--- config.mk ---
export PLATFORM = sky130hd
export DESIGN_NAME = ck_keyer
export DESIGN_NICKNAME = d
export VERILOG_FILES = /design/src/rtl/ck_pkg.sv /design/src/rtl/ck_rst_sync.sv /design/src/rtl/ck_band_match.sv /design/src/rtl/ck_prio_sel.sv /design/src/rtl/ck_keyer.sv
export SDC_FILE = /design/constraint.sdc
export NUM_CORES = 1
export LEC_CHECK = 0
export BUFFER_PORTS_ARGS = -buffer_cell sky130_fd_sc_hd__buf_4
export CAP_MARGIN = 20
export CORE_AREA = 2 2 163 165
export CTS_BUF_LIST = sky130_fd_sc_hd__clkbuf_8 sky130_fd_sc_hd__clkbuf_16
export DETAILED_ROUTE_END_ITERATION = 10
export DIE_AREA = 0 0 165 167
export PLACE_DENSITY_LB_ADDON = 0.15
export SETUP_SLACK_MARGIN = 0.2
export SYNTH_ARGS = -nofsm -noshare
export SYNTH_HDL_FRONTEND = slang
export SYNTH_SLANG_ARGS = --single-unit
--- constraint.sdc ---
create_clock -name clk -period 2.3 [get_ports clk]
set_input_delay 0.46 -clock clk [delete_from_list [all_inputs] [get_ports clk]]
set_output_delay 0.46 -clock clk [all_outputs]
set_load 0.05 [all_outputs]
--- src/rtl/ck_pkg.sv ---
package ck_pkg;
  localparam int CK_NUM_BANDS = 4;
  localparam int CK_HUE_W     = 14;
  localparam int CK_TOL_W     = 13;
  localparam int CK_CH_W      = 8;
  localparam int CK_RGB_W     = 3 * CK_CH_W;
  localparam int CK_SYNC_DEPTH = 2;
endpackage

--- src/rtl/ck_rst_sync.sv ---
module ck_rst_sync #(
  parameter int DEPTH = ck_pkg::CK_SYNC_DEPTH
) (
  input  logic clk,
  input  logic rst_n,
  output logic rst_sync_n
);
  logic [DEPTH-1:0] chain_q;
  logic [DEPTH-1:0] chain_d;

  always_comb begin
    chain_d = {chain_q[DEPTH-2:0], 1'b1};
  end

  always_ff @(posedge clk or negedge rst_n) begin
    if (!rst_n) chain_q <= '0;
    else        chain_q <= chain_d;
  end

  assign rst_sync_n = chain_q[DEPTH-1];
endmodule

--- src/rtl/ck_band_match.sv ---
module ck_band_match #(
  parameter int HUE_W = ck_pkg::CK_HUE_W,
  parameter int TOL_W = ck_pkg::CK_TOL_W,
  parameter int CH_W  = ck_pkg::CK_CH_W
) (
  input  logic             en,
  input  logic [CH_W-1:0]  sat_lo,
  input  logic [CH_W-1:0]  sat_hi,
  input  logic [CH_W-1:0]  luma_lo,
  input  logic [CH_W-1:0]  luma_hi,
  input  logic [HUE_W-1:0] hue_ctr,
  input  logic [TOL_W-1:0] hue_tol,
  input  logic [HUE_W-1:0] px_hue,
  input  logic [CH_W-1:0]  px_sat,
  input  logic [CH_W-1:0]  px_luma,
  output logic             hit
);
  localparam int DIST_W = HUE_W + 1;

  logic [HUE_W-1:0]  hue_diff;
  logic [DIST_W-1:0] hue_dist;
  logic [DIST_W-1:0] tol_ext;
  logic              hue_ok;
  logic              sat_ok;
  logic              luma_ok;

  always_comb begin
    // modular difference: the code space is exactly one full circle
    hue_diff = px_hue - hue_ctr;
    if (hue_diff[HUE_W-1]) hue_dist = {1'b0, ~hue_diff} + DIST_W'(1);
    else                   hue_dist = {1'b0, hue_diff};
    tol_ext  = DIST_W'(hue_tol);
    hue_ok   = (hue_dist <= tol_ext);
    sat_ok   = (px_sat  >= sat_lo)  && (px_sat  <= sat_hi);
    luma_ok  = (px_luma >= luma_lo) && (px_luma <= luma_hi);
    hit      = en && hue_ok && sat_ok && luma_ok;
  end
endmodule

--- src/rtl/ck_prio_sel.sv ---
module ck_prio_sel #(
  parameter int NUM   = ck_pkg::CK_NUM_BANDS,
  parameter int RGB_W = ck_pkg::CK_RGB_W
) (
  input  logic [NUM-1:0]       match,
  input  logic [NUM*RGB_W-1:0] band_rgb,
  input  logic [RGB_W-1:0]     px_rgb,
  output logic [NUM-1:0]       grant,
  output logic [RGB_W-1:0]     rgb_o
);
  logic             found;
  logic [RGB_W-1:0] pick;

  always_comb begin
    grant = '0;
    found = 1'b0;
    pick  = '0;
    for (int i = 0; i < NUM; i++) begin
      if (match[i] && !found) begin
        grant[i] = 1'b1;
        found    = 1'b1;
        pick     = band_rgb[i*RGB_W +: RGB_W];
      end
    end
    rgb_o = found ? pick : px_rgb;
  end

  // at most one band owns a pixel, and only a band that accepted it
  always_comb begin
    p_grant_onehot_r8: assert ($onehot0(grant));
    p_grant_in_match_r8: assert ((grant & ~match) == '0);
  end
endmodule

--- src/rtl/ck_keyer.sv ---
module ck_keyer #(
  parameter int NUM_BANDS = ck_pkg::CK_NUM_BANDS,
  parameter int HUE_W     = ck_pkg::CK_HUE_W,
  parameter int TOL_W     = ck_pkg::CK_TOL_W,
  parameter int CH_W      = ck_pkg::CK_CH_W
) (
  input  logic                         clk,
  input  logic                         rst_n,
  input  logic [NUM_BANDS-1:0]         band_en,
  input  logic [NUM_BANDS*CH_W-1:0]    band_sat_lo,
  input  logic [NUM_BANDS*CH_W-1:0]    band_sat_hi,
  input  logic [NUM_BANDS*CH_W-1:0]    band_luma_lo,
  input  logic [NUM_BANDS*CH_W-1:0]    band_luma_hi,
  input  logic [NUM_BANDS*HUE_W-1:0]   band_hue_ctr,
  input  logic [NUM_BANDS*TOL_W-1:0]   band_hue_tol,
  input  logic [NUM_BANDS*3*CH_W-1:0]  band_rgb,
  input  logic                         in_valid,
  input  logic [HUE_W-1:0]             in_hue,
  input  logic [CH_W-1:0]              in_sat,
  input  logic [CH_W-1:0]              in_luma,
  input  logic [3*CH_W-1:0]            in_rgb,
  output logic                         out_valid,
  output logic [3*CH_W-1:0]            out_rgb
);
  localparam int RGB_W = 3 * CH_W;

  logic rst_q_n;

  ck_rst_sync #(.DEPTH(ck_pkg::CK_SYNC_DEPTH)) u_rst (
    .clk        (clk),
    .rst_n      (rst_n),
    .rst_sync_n (rst_q_n)
  );

  // ---------------- stage 1: per-band comparisons ----------------
  logic [NUM_BANDS-1:0] hit_d;
  logic [NUM_BANDS-1:0] s1_hit;
  logic [RGB_W-1:0]     s1_rgb;
  logic                 s1_valid;
  logic                 s1_en;

  for (genvar b = 0; b < NUM_BANDS; b++) begin : g_band
    ck_band_match #(.HUE_W(HUE_W), .TOL_W(TOL_W), .CH_W(CH_W)) u_match (
      .en      (band_en[b]),
      .sat_lo  (band_sat_lo [b*CH_W  +: CH_W]),
      .sat_hi  (band_sat_hi [b*CH_W  +: CH_W]),
      .luma_lo (band_luma_lo[b*CH_W  +: CH_W]),
      .luma_hi (band_luma_hi[b*CH_W  +: CH_W]),
      .hue_ctr (band_hue_ctr[b*HUE_W +: HUE_W]),
      .hue_tol (band_hue_tol[b*TOL_W +: TOL_W]),
      .px_hue  (in_hue),
      .px_sat  (in_sat),
      .px_luma (in_luma),
      .hit     (hit_d[b])
    );
  end

  always_comb begin
    s1_en = in_valid;
  end

  always_ff @(posedge clk or negedge rst_q_n) begin
    if (!rst_q_n) begin
      s1_valid <= 1'b0;
      s1_hit   <= '0;
      s1_rgb   <= '0;
    end else begin
      s1_valid <= in_valid;
      if (s1_en) begin
        s1_hit <= hit_d;
        s1_rgb <= in_rgb;
      end
    end
  end

  // ---------------- stage 2: priority and substitution ----------------
  logic [NUM_BANDS-1:0] grant;
  logic [RGB_W-1:0]     sel_rgb;
  logic                 s2_en;

  ck_prio_sel #(.NUM(NUM_BANDS), .RGB_W(RGB_W)) u_sel (
    .match    (s1_hit),
    .band_rgb (band_rgb),
    .px_rgb   (s1_rgb),
    .grant    (grant),
    .rgb_o    (sel_rgb)
  );

  always_comb begin
    s2_en = s1_valid;
  end

  always_ff @(posedge clk or negedge rst_q_n) begin
    if (!rst_q_n) begin
      out_valid <= 1'b0;
      out_rgb   <= '0;
    end else begin
      out_valid <= s1_valid;
      if (s2_en) out_rgb <= sel_rgb;
    end
  end

  // ---------------- assertions ----------------
  logic chk_live;
  always_ff @(posedge clk or negedge rst_q_n) begin
    if (!rst_q_n) chk_live <= 1'b0;
    else          chk_live <= 1'b1;
  end

  p_s1_valid_r1: assert property (@(posedge clk) disable iff (!rst_q_n)
    chk_live |-> (s1_valid == $past(in_valid)));

  p_out_valid_r1: assert property (@(posedge clk) disable iff (!rst_q_n)
    chk_live |-> (out_valid == $past(s1_valid)));

  for (genvar b = 0; b < NUM_BANDS; b++) begin : g_chk
    p_disabled_band_r2: assert property (@(posedge clk) disable iff (!rst_q_n)
      (chk_live && $past(in_valid && !band_en[b])) |-> !s1_hit[b]);
  end

  p_band0_wins_r8: assert property (@(posedge clk) disable iff (!rst_q_n)
    (s1_valid && s1_hit[0]) |=> (out_rgb == $past(band_rgb[RGB_W-1:0])));

  p_pass_through_r9: assert property (@(posedge clk) disable iff (!rst_q_n)
    (s1_valid && (s1_hit == '0)) |=> (out_rgb == $past(s1_rgb)));

  p_hold_idle_r10: assert property (@(posedge clk) disable iff (!rst_q_n)
    !s1_valid |=> $stable(out_rgb));
endmodule

==> out/results.ini, run 1 <==
[outcome]
status = complete, but fails checks
violations = negative setup slack

[die]
core_area_sq_um = 25800
initial_utilization_pct = 43.2
die_h_microns = 167
rows = 59
dieArea_sq_um = 27600
ios = 418
die_x_microns = 165

[synthesis]
synth_mux_area_share_pct = 7.11
synth-simple-area-share_pct = 15.5
ys_async_sr_fraction_pct = 100
syn_nets = 2066
synth_edf_count = 0
synth-seq-cells = 56
synth_ff_type = dfrtp_1
synthCells = 1433
synth_compound_area_share_pct = 22.3
synth_area_sq_um = 11100
synth-seq-area-share_pct = 12.6
synth.distinct_cells = 65
synthDominantCellAreaShare_pct = 26.5
yosysWarnings = 0
synthTopCellsByArea = ha_1 27%, dfrtp_1 13%, inv_1 8.3%, a21oi_1 5.8%, mux2_2 4.9%
synthAdderAreaFrac_pct = 27.3
syn_area_per_cell_sq_um = 7.77
synth-xor-area-share_pct = 5.74
synth_area_leader_cell = ha_1
synth_top_family_by_area = adder cells

[route]
ant_nets = 0
via_count = 12700
dr.first_iter.drc_count = 486
drc = 0
via_per_inst = 5.21
first_pass_iters = 5
wire_per_inst_microns = 16.4
wl_microns = 40000

[global_routing]
antenna_found_initial = 1
grt.total_usage_pct = 27.7
overflow = 0
first_global_vias = 12700
grt_max_degree = 50
grt_first_pass_wirelength_microns = 60800

[setup_path]
setup.worst_path.class = in2reg
crit_required_ns = 2.52
r2r_cells = 6
arrival_ns = 4.35
worstSetupStartpointType = primary input
setup.worst_path.end_class = flop
crit_path_max_fanout = 3

[pwr]
clock_power_share_pct = 10.6
vdd.ir_drop.worst_uv = 517
sw_frac_of_total_pct = 42.4
p_seq_share_pct = 16.1
internal_power_uw = 4400
p_switching_uw = 3240
p_leak_uw = 0.00933
pwr-share-comb_pct = 73.3
p_total_uw = 7630
powerDensity_nw_per_um2 = 439

[sta]
final_hold_viol_count = 0
whs_ns = 0.215
period_share_pct = 180
timing.fmax_ghz = 0.242
setup_viol = 4
worst_pin_slew_ns = 0.631
post-route-min-period_ns = 4.13
finalMaxSlewViolations = 0
setup-tns-final_ns = -6.67
rsz0062_at_grt = yes
setup_ws_ns = -1.83
finalClockSkew_ns = 0.00788
relSlewSlack_pct = 57.4

[layout]
drive_above_1_share_pct = 39.6
final_common_cell = buf_4
area.growth.synth_to_final_pct = 56.3
antennaDiodeCount = 0
finalInstanceArea_sq_um = 17400
fill_cells = 2218
multi_input_area_sq_um = 9140
layout_common_cells = 671 x buf_4, 245 x inv_1, 226 x ha_1
final-seq-area_sq_um = 1400
nets = 2734

[clock_network]
clk_pin_slew_ns = 0.08
clk_latency_ns = 0.30
cts_buffers = 5
cts_root_buf = clkbuf_16
cts_sinks = 56
cts_htree_levels = 2
tritoncts = yes
clockBufferDepth = 2

[place]
post-place-ws_ns = -2.22
portBuffers = 417
hpwlAfterDp_microns = 33900
place_area_sq_um = 16700
gp_congestion = 0.897

[worst_hold_path]
hp-class = reg2async

[run]
cap_violations = 0

final timing paths:
kind                                       startpoint                    endpoint  slack, ns
setup / recovery                     band_hue_ctr[29]       s1_hit[2]$_DFFE_PN0P_      -1.83
hold / removal             u_rst.chain_q[1]$_DFF_PN0_       s1_hit[3]$_DFFE_PN0P_       0.22
setup reg to reg                s1_hit[2]$_DFFE_PN0P_     out_rgb[23]$_DFFE_PN0P_       0.60
hold reg to reg            u_rst.chain_q[1]$_DFF_PN0_       s1_hit[3]$_DFFE_PN0P_       0.22
max in group asynchronous  u_rst.chain_q[1]$_DFF_PN0_      out_rgb[1]$_DFFE_PN0P_       1.53
min in group clk           u_rst.chain_q[0]$_DFF_PN0_  u_rst.chain_q[1]$_DFF_PN0_       0.37
synth_stat cells, types with 11 or more instances:
library cell	instances
nor2b_1	34
o21ai_0	66
nand2_1	41
a21oi_1	128
dfrtp_1	56
nor3_1	23
nand2b_1	28
o31ai_1	12
xnor2_1	36
nand4_1	30
mux2_2	48
o21a_1	25
a211oi_1	17
clkbuf_1	24
nor4_1	13
or3_1	11
inv_1	247
a21o_1	35
a221oi_1	22
nand3_1	16
ha_1	236
mux2i_1	25
a31oi_1	12
nor2_1	91
xor2_1	37
state kept, by name, indices dropped and copies added, names as in the netlist:
register       flops
s1_rgb            24
s1_hit             4
u_rst.chain_q      2
out_rgb           24
s1_valid           1
out_valid          1
metal layers:
layer / share of wire (%) / global-route usage, % / up-vias / wire length (microns)
met4: 3.6 / 9.79 / 0 / 1430
met3: 4.9 / 3.19 / 74 / 1960
li1: - / - / 6444 / -
met5: 0 / 0 / - / 0
met1: 41 / 31.9 / 5808 / 16200
met2: 51 / 51.8 / 372 / 20300
what timing repair did:
action,CTS,global route
setup endpoints to repair,4,4
pin swaps,47,56
hold buffers,1,0
setup buffers,11,9
gates resized for setup,42,49
endpoints found under the hold margin,2,0
cell families (layout without fill, tap and decap cells):
| group | count (synthesis) | in the layout |
|---|---|---|
| adders and majority gates | 240 | 240 |
| muxes | 73 | 73 |
| AOI/OAI and AO/OA | 383 | 383 |
| DFF | 56 | 56 |
| and+or+nand+nor | 328 | 328 |
| buffers and inverters | 279 | 948 |
| other | 1 | 1 |
| xor gates and xnor gates | 73 | 73 |
metrics by stage:
stage          instances  utilization [%]
2_1_floorplan       1433                -
3_3_place_gp        2408             64.8
3_5_place_dp        2408             64.8
4_1_cts             2428             66.5
5_1_grt             2437             67.5
6_report            2437             67.5
power groups by stage:
stage | Combinational (uW) | Clock (uW) | Sequential, uW
2_1_floorplan | 2620 | 0 | 1630
3_3_place_gp | 5070 | 0 | 1240
3_5_place_dp | 5200 | 0 | 1250
4_1_cts | 5380 | 827 | 1230
5_1_grt | 6150 | 863 | 1250
6_report | 5590 | 811 | 1230
layout make-up:
cell class	instances	share of cell area, %
flip-flops and latches	56	8.06
clock buffers	5	0.719
well taps	335	2.41
clock inverters	3	0.151
multi-input cells	1098	52.5
repair buffers	693	30.8
inverters	247	5.37
critical path, cell delays in order:
cell	delay [ns]
buf_8	0.08
clkinv_4	0.04
ha_4	0.22
nor2b_4	0.12
o31a_1	0.30
o21ai_1	0.11
or3b_4	0.38
a2111o_1	0.39
or4b_4	0.51
o21ai_2	0.14
xnor2_1	0.08
ha_1	0.29
and4_4	0.22
nand4_1	0.12
nor3_2	0.26
buf_4	0.15
buf_6	0.08
o2111a_1	0.18
o2111ai_2	0.12
o22ai_1	0.12
Note: power is estimated with default switching activity, not from simulation.
==> run 2, diff against run 1 <==
Settings changed: CTS_CLUSTER_SIZE from default to 28, PLACE_DENSITY from default to 0.69, PLACE_DENSITY_LB_ADDON 0.15 to default.
==> out/results.ini, run 2 (synthesis results as in run 1) <==
[outcome]
status = complete, but fails checks
violations = negative setup slack

[die]
die_h_microns = 167
rows = 59
die_x_microns = 165
core_area_sq_um = 25800
initial_utilization_pct = 43.2
dieArea_sq_um = 27600
ios = 418

[sta]
period_share_pct = 178
relSlewSlack_pct = 61.1
post-route-min-period_ns = 4.10
finalMaxSlewViolations = 0
timing.fmax_ghz = 0.244
finalClockSkew_ns = 0.00638
setup_ws_ns = -1.80
setup_viol = 4
worst_pin_slew_ns = 0.583
rsz0062_at_grt = yes
final_hold_viol_count = 0
whs_ns = 0.218

[clock_network]
clk_pin_slew_ns = 0.08
cts_sinks = 56
clk_latency_ns = 0.30
cts_buffers = 5
cts_htree_levels = 2
tritoncts = yes
clockBufferDepth = 2
cts_root_buf = clkbuf_16

[global_routing]
first_global_vias = 12800
grt_first_pass_wirelength_microns = 62700
grt.total_usage_pct = 28.6
grt_max_degree = 51
overflow = 0
antenna_found_initial = 2

[layout]
area.growth.synth_to_final_pct = 54.7
reg_top3 = out_rgb x24, s1_rgb x24, s1_hit x4
finalInstanceArea_sq_um = 17200
drive_above_1_share_pct = 38.8
nets = 2729
fill_cells = 2212
fin_util_pct = 66.8
layout_common_cells = 676 x buf_4, 244 x inv_1, 227 x ha_1
final_common_cell = buf_4

[pwr]
p_leak_uw = 0.00926
p_total_uw = 7510
vdd.ir_drop.worst_uv = 400
powerDensity_nw_per_um2 = 436
sw_frac_of_total_pct = 42.5
internal_power_uw = 4310
pwr-share-comb_pct = 72.7
p_switching_uw = 3190
clock_power_share_pct = 10.8
p_seq_share_pct = 16.5

[setup_path]
worstSetupStartpointType = primary input
arrival_ns = 4.33
setup.worst_path.end_class = flop
crit_path_max_fanout = 3
crit_required_ns = 2.53
setup.worst_path.class = in2reg

[route]
via_count = 12800
via_per_inst = 5.26
wl_microns = 41100
ant_nets = 0
first_pass_iters = 5
wire_per_inst_microns = 16.9
drc = 0
dr.first_iter.drc_count = 493

[place]
hpwlAfterDp_microns = 35700
gp_congestion = 0.927
place_area_sq_um = 16700
portBuffers = 417
post-place-ws_ns = -2.28

[worst_hold_path]
hp-class = reg2async

[run]
cap_violations = 0

-- run 2: critical path, cell delays in order --
cell and delay (ns):
buf_8 0.10, ha_4 0.23, nor2b_4 0.12, o31a_1 0.32, o21ai_1 0.13, or3b_1 0.37, a2111o_1 0.40, or4b_4 0.51
o21ai_2 0.16, xnor2_1 0.09, ha_1 0.33, and4_4 0.17, a221oi_2 0.30, a211oi_2 0.10, nor4_1 0.25, o2111ai_1 0.15
o22ai_1 0.13
-- run 2: layout make-up --
class	count	area (sq um)	share of cell area, %
Multi-Input combinational cell	1098	9040	52.5
Timing Repair Buffer	688	5260	30.5
Sequential cell	56	1400	8.15
Inverter	247	932	5.42
Tap cell	335	419	2.44
Clock buffer	5	125	0.727
Clock inverter	3	27.5	0.160
Antenna cell	2	5.00	0.0291
-- run 2: per-layer routing --
metal  global-route usage, %  up-vias  share of wire [%]
met5                       0        -              0.032
met4                    8.54        2                3.0
met3                    3.89       73                5.8
met2                    53.0      406                 51
met1                    33.7     5887                 41
li1                        -     6433                  -
-- run 2: power groups by stage --
stage | logic [uW] | clock network [uW] | registers [uW]
floorplan | 2620 | 0 | 1630
global placement | 5090 | 0 | 1240
detailed placement | 5230 | 0 | 1260
CTS | 5380 | 826 | 1240
global route | 6000 | 872 | 1260
finish | 5460 | 813 | 1240
-- run 2: per-stage QoR --
step,TNS [ns],std cells
6_report,-6.69,2434
5_1_grt,-7.52,2433
4_1_cts,-6.66,2428
3_5_place_dp,-8.79,2415
3_3_place_gp,-8.28,2415
2_1_floorplan,-6.14,1433
-- run 2: worst paths after layout --
path	start	end	slack, ns	cells past startpoint
setup / recovery	in_hue[1]	s1_hit[2]$_DFFE_PN0P_	-1.80	17
hold / removal	u_rst.chain_q[1]$_DFF_PN0_	s1_rgb[6]$_DFFE_PN0P_	0.22	0
setup reg to reg	s1_hit[0]$_DFFE_PN0P_	out_rgb[16]$_DFFE_PN0P_	0.56	5
hold reg to reg	u_rst.chain_q[1]$_DFF_PN0_	s1_rgb[6]$_DFFE_PN0P_	0.22	0
max in group asynchronous	u_rst.chain_q[1]$_DFF_PN0_	out_rgb[0]$_DFFE_PN0P_	1.51	1
min in group clk	u_rst.chain_q[0]$_DFF_PN0_	u_rst.chain_q[1]$_DFF_PN0_	0.36	0
-- run 2: repair_timing --
item,4_1_cts,5_1_grt
pin swaps,22,26
gates resized for setup,42,14
endpoints found under the hold margin,2,0
setup endpoints to repair,4,4
buffers inserted,4,4
hold buffers,1,0
==> run 3, diff against run 2 <==
Settings changed: CORE_AREA 2 2 163 165 to 2 2 162 164, DIE_AREA 0 0 165 167 to 0 0 164 166, PLACE_DENSITY 0.69 to 0.75, SYNTH_HIERARCHICAL from default to 1.
==> out/results.ini, run 3 <==
[outcome]
violations = negative setup slack
status = complete, but fails checks

[global_routing]
antenna_found_initial = 2
first_global_vias = 14100
grt.total_usage_pct = 32.1
grt_first_pass_wirelength_microns = 70700
grt_max_degree = 32
overflow = 0

[die]
ios = 418
rows = 59
die_h_microns = 166
die_x_microns = 164
dieArea_sq_um = 27200
core_area_sq_um = 25600
initial_utilization_pct = 48.8

[clock_network]
clk_pin_slew_ns = 0.08
clk_latency_ns = 0.29
cts_root_buf = clkbuf_16
tritoncts = yes
clockBufferDepth = 2
cts_buffers = 5
cts_htree_levels = 2
cts_sinks = 56

[layout]
area.growth.synth_to_final_pct = 53.1
fill_cells = 1979
reg_top3 = out_rgb x24, s1_rgb x24, s1_hit x4
final-seq-area_sq_um = 1400
instances_no_fill = 2557
layout_common_cells = 686 x buf_4, 239 x inv_1, 218 x ha_1
multi_input_area_sq_um = 10700
nets = 2852
final_common_cell = buf_4
finalInstanceArea_sq_um = 19100
drive_above_1_share_pct = 42.9

[pwr]
powerDensity_nw_per_um2 = 447
p_leak_uw = 0.0100
vdd.ir_drop.worst_uv = 536

[setup_path]
crit_path_max_incr_delay_ns = 0.41
crit_buf_inv = 3
crit_required_ns = 2.53
arrival_ns = 4.53
cp_slowest_cell = o41a_1
crit_family = compound AO/OA/AOI/OAI gates
setup.worst_path.end_class = flop
worstSetupStartpointType = primary input
crit_chain = buf_6 -> buf_6 -> ha_4 -> a21o_4 -> a2bb2oi_4 -> nand2_2 -> o41a_1 -> a211o_4 -> xor2_1 -> buf_4 -> nor2_1 -> a21oi_1 -> ha_1 -> nor2b_1 -> o21ai_0 -> a21oi_1 -> a211oi_1 -> o21ai_1 -> a2111oi_2 -> o221ai_1 -> a31oi_1 -> mux2_4
setup.worst_path.class = in2reg
crit_path_max_fanout = 6

[synthesis]
synthCells = 1541
synth_area_sq_um = 12500
syn_area_per_cell_sq_um = 8.11
yosysWarnings = 6
syn_nets = 2174

[sta]
timing.fmax_ghz = 0.232
relSlewSlack_pct = 48.3
final_hold_viol_count = 0
rsz0062_at_grt = yes
finalMaxSlewViolations = 0
setup_ws_ns = -2.01
finalClockSkew_ns = 0.0130
worst_pin_slew_ns = 0.776
post-route-min-period_ns = 4.31
period_share_pct = 187
setup_viol = 4

[place]
place_area_sq_um = 18100
portBuffers = 417
placed_cells = 2519
hpwlAfterDp_microns = 37700
gp_congestion = 0.964

[route]
ant_nets = 0
via_per_inst = 5.40
first_pass_iters = 5
wire_per_inst_microns = 17.9
drc = 0
dr.first_iter.drc_count = 696
via_count = 13800
wl_microns = 45700

[run]
cap_violations = 0

[worst_hold_path]
hp-class = reg2async

-- run 3: stage by stage --
| stage | hold WS, ns | power (uW) | util [%] | setup WS, ns | setup TNS [ns] |
|---|---|---|---|---|---|
| global placement | 0.243 | 6990 | 70.6 | -2.42 | -9.50 |
| finish | 0.346 | 8550 | 74.7 | -2.01 | -7.70 |
| detailed placement | 0.246 | 7150 | 70.6 | -2.49 | -9.69 |
| floorplan | 0.164 | 4830 | - | -2.00 | -6.76 |
| CTS | 0.371 | 8220 | 73.1 | -1.93 | -7.45 |
| global route | 0.376 | 9170 | 74.7 | -2.18 | -8.39 |
-- run 3: final cells by class --
type	instances	share of cell area, %
multi-input cells	1202	56.1
repair buffers	709	28.5
flip-flops and latches	56	7.33
inverters	245	5.04
well taps	335	2.19
clock buffers	5	0.654
clock inverters	3	0.0850
diodes	2	0.0262
-- run 3: worst paths after layout --
check,startpoint,slack (ns),depth (start not counted),endpoint
max,in_hue[6],-2.01,22,s1_hit[3]$_DFFE_PN0P_
max in group asynchronous,u_rst/chain_q[1]$_DFF_PN0_,1.33,1,s1_hit[2]$_DFFE_PN0P_
min in group clk,u_rst/chain_q[0]$_DFF_PN0_,0.38,0,u_rst/chain_q[1]$_DFF_PN0_
min reg2reg,u_rst/chain_q[1]$_DFF_PN0_,0.35,0,out_rgb[11]$_DFFE_PN0P_
max reg2reg,s1_hit[2]$_DFFE_PN0P_,0.37,5,out_rgb[8]$_DFFE_PN0P_
min,u_rst/chain_q[1]$_DFF_PN0_,0.35,0,out_rgb[11]$_DFFE_PN0P_
-- run 3: routing by layer --
layer  GRT usage, %  part of all wire (%)  up-vias
li1               -                     -     6786
met4           11.6                   4.1        0
met1           38.4                    40     6422
met2           58.8                    50      494
met5              0                     0        -
met3           3.37                   6.1      110
-- run 3: worst reg2reg max path, stage by stage, from the launching register on --
cell	delay [ns]
dfrtp_1	0.44
buf_6	0.26
inv_2	0.23
a2111oi_0	0.50
a211oi_1	0.12
mux2_4	0.28
-- run 3: what timing repair did --
item	4_1_cts	5_1_grt
endpoints found under the setup margin	4	13
gates resized for setup	59	60
pin swaps	56	51
hold endpoints to repair	2	0
hold buffers	1	0
buffers inserted	19	8
-- run 3: where the power goes --
part,internal (uW),switching [uW]
Sequential,1150,133
Combinational,3330,3190
Clock,399,347
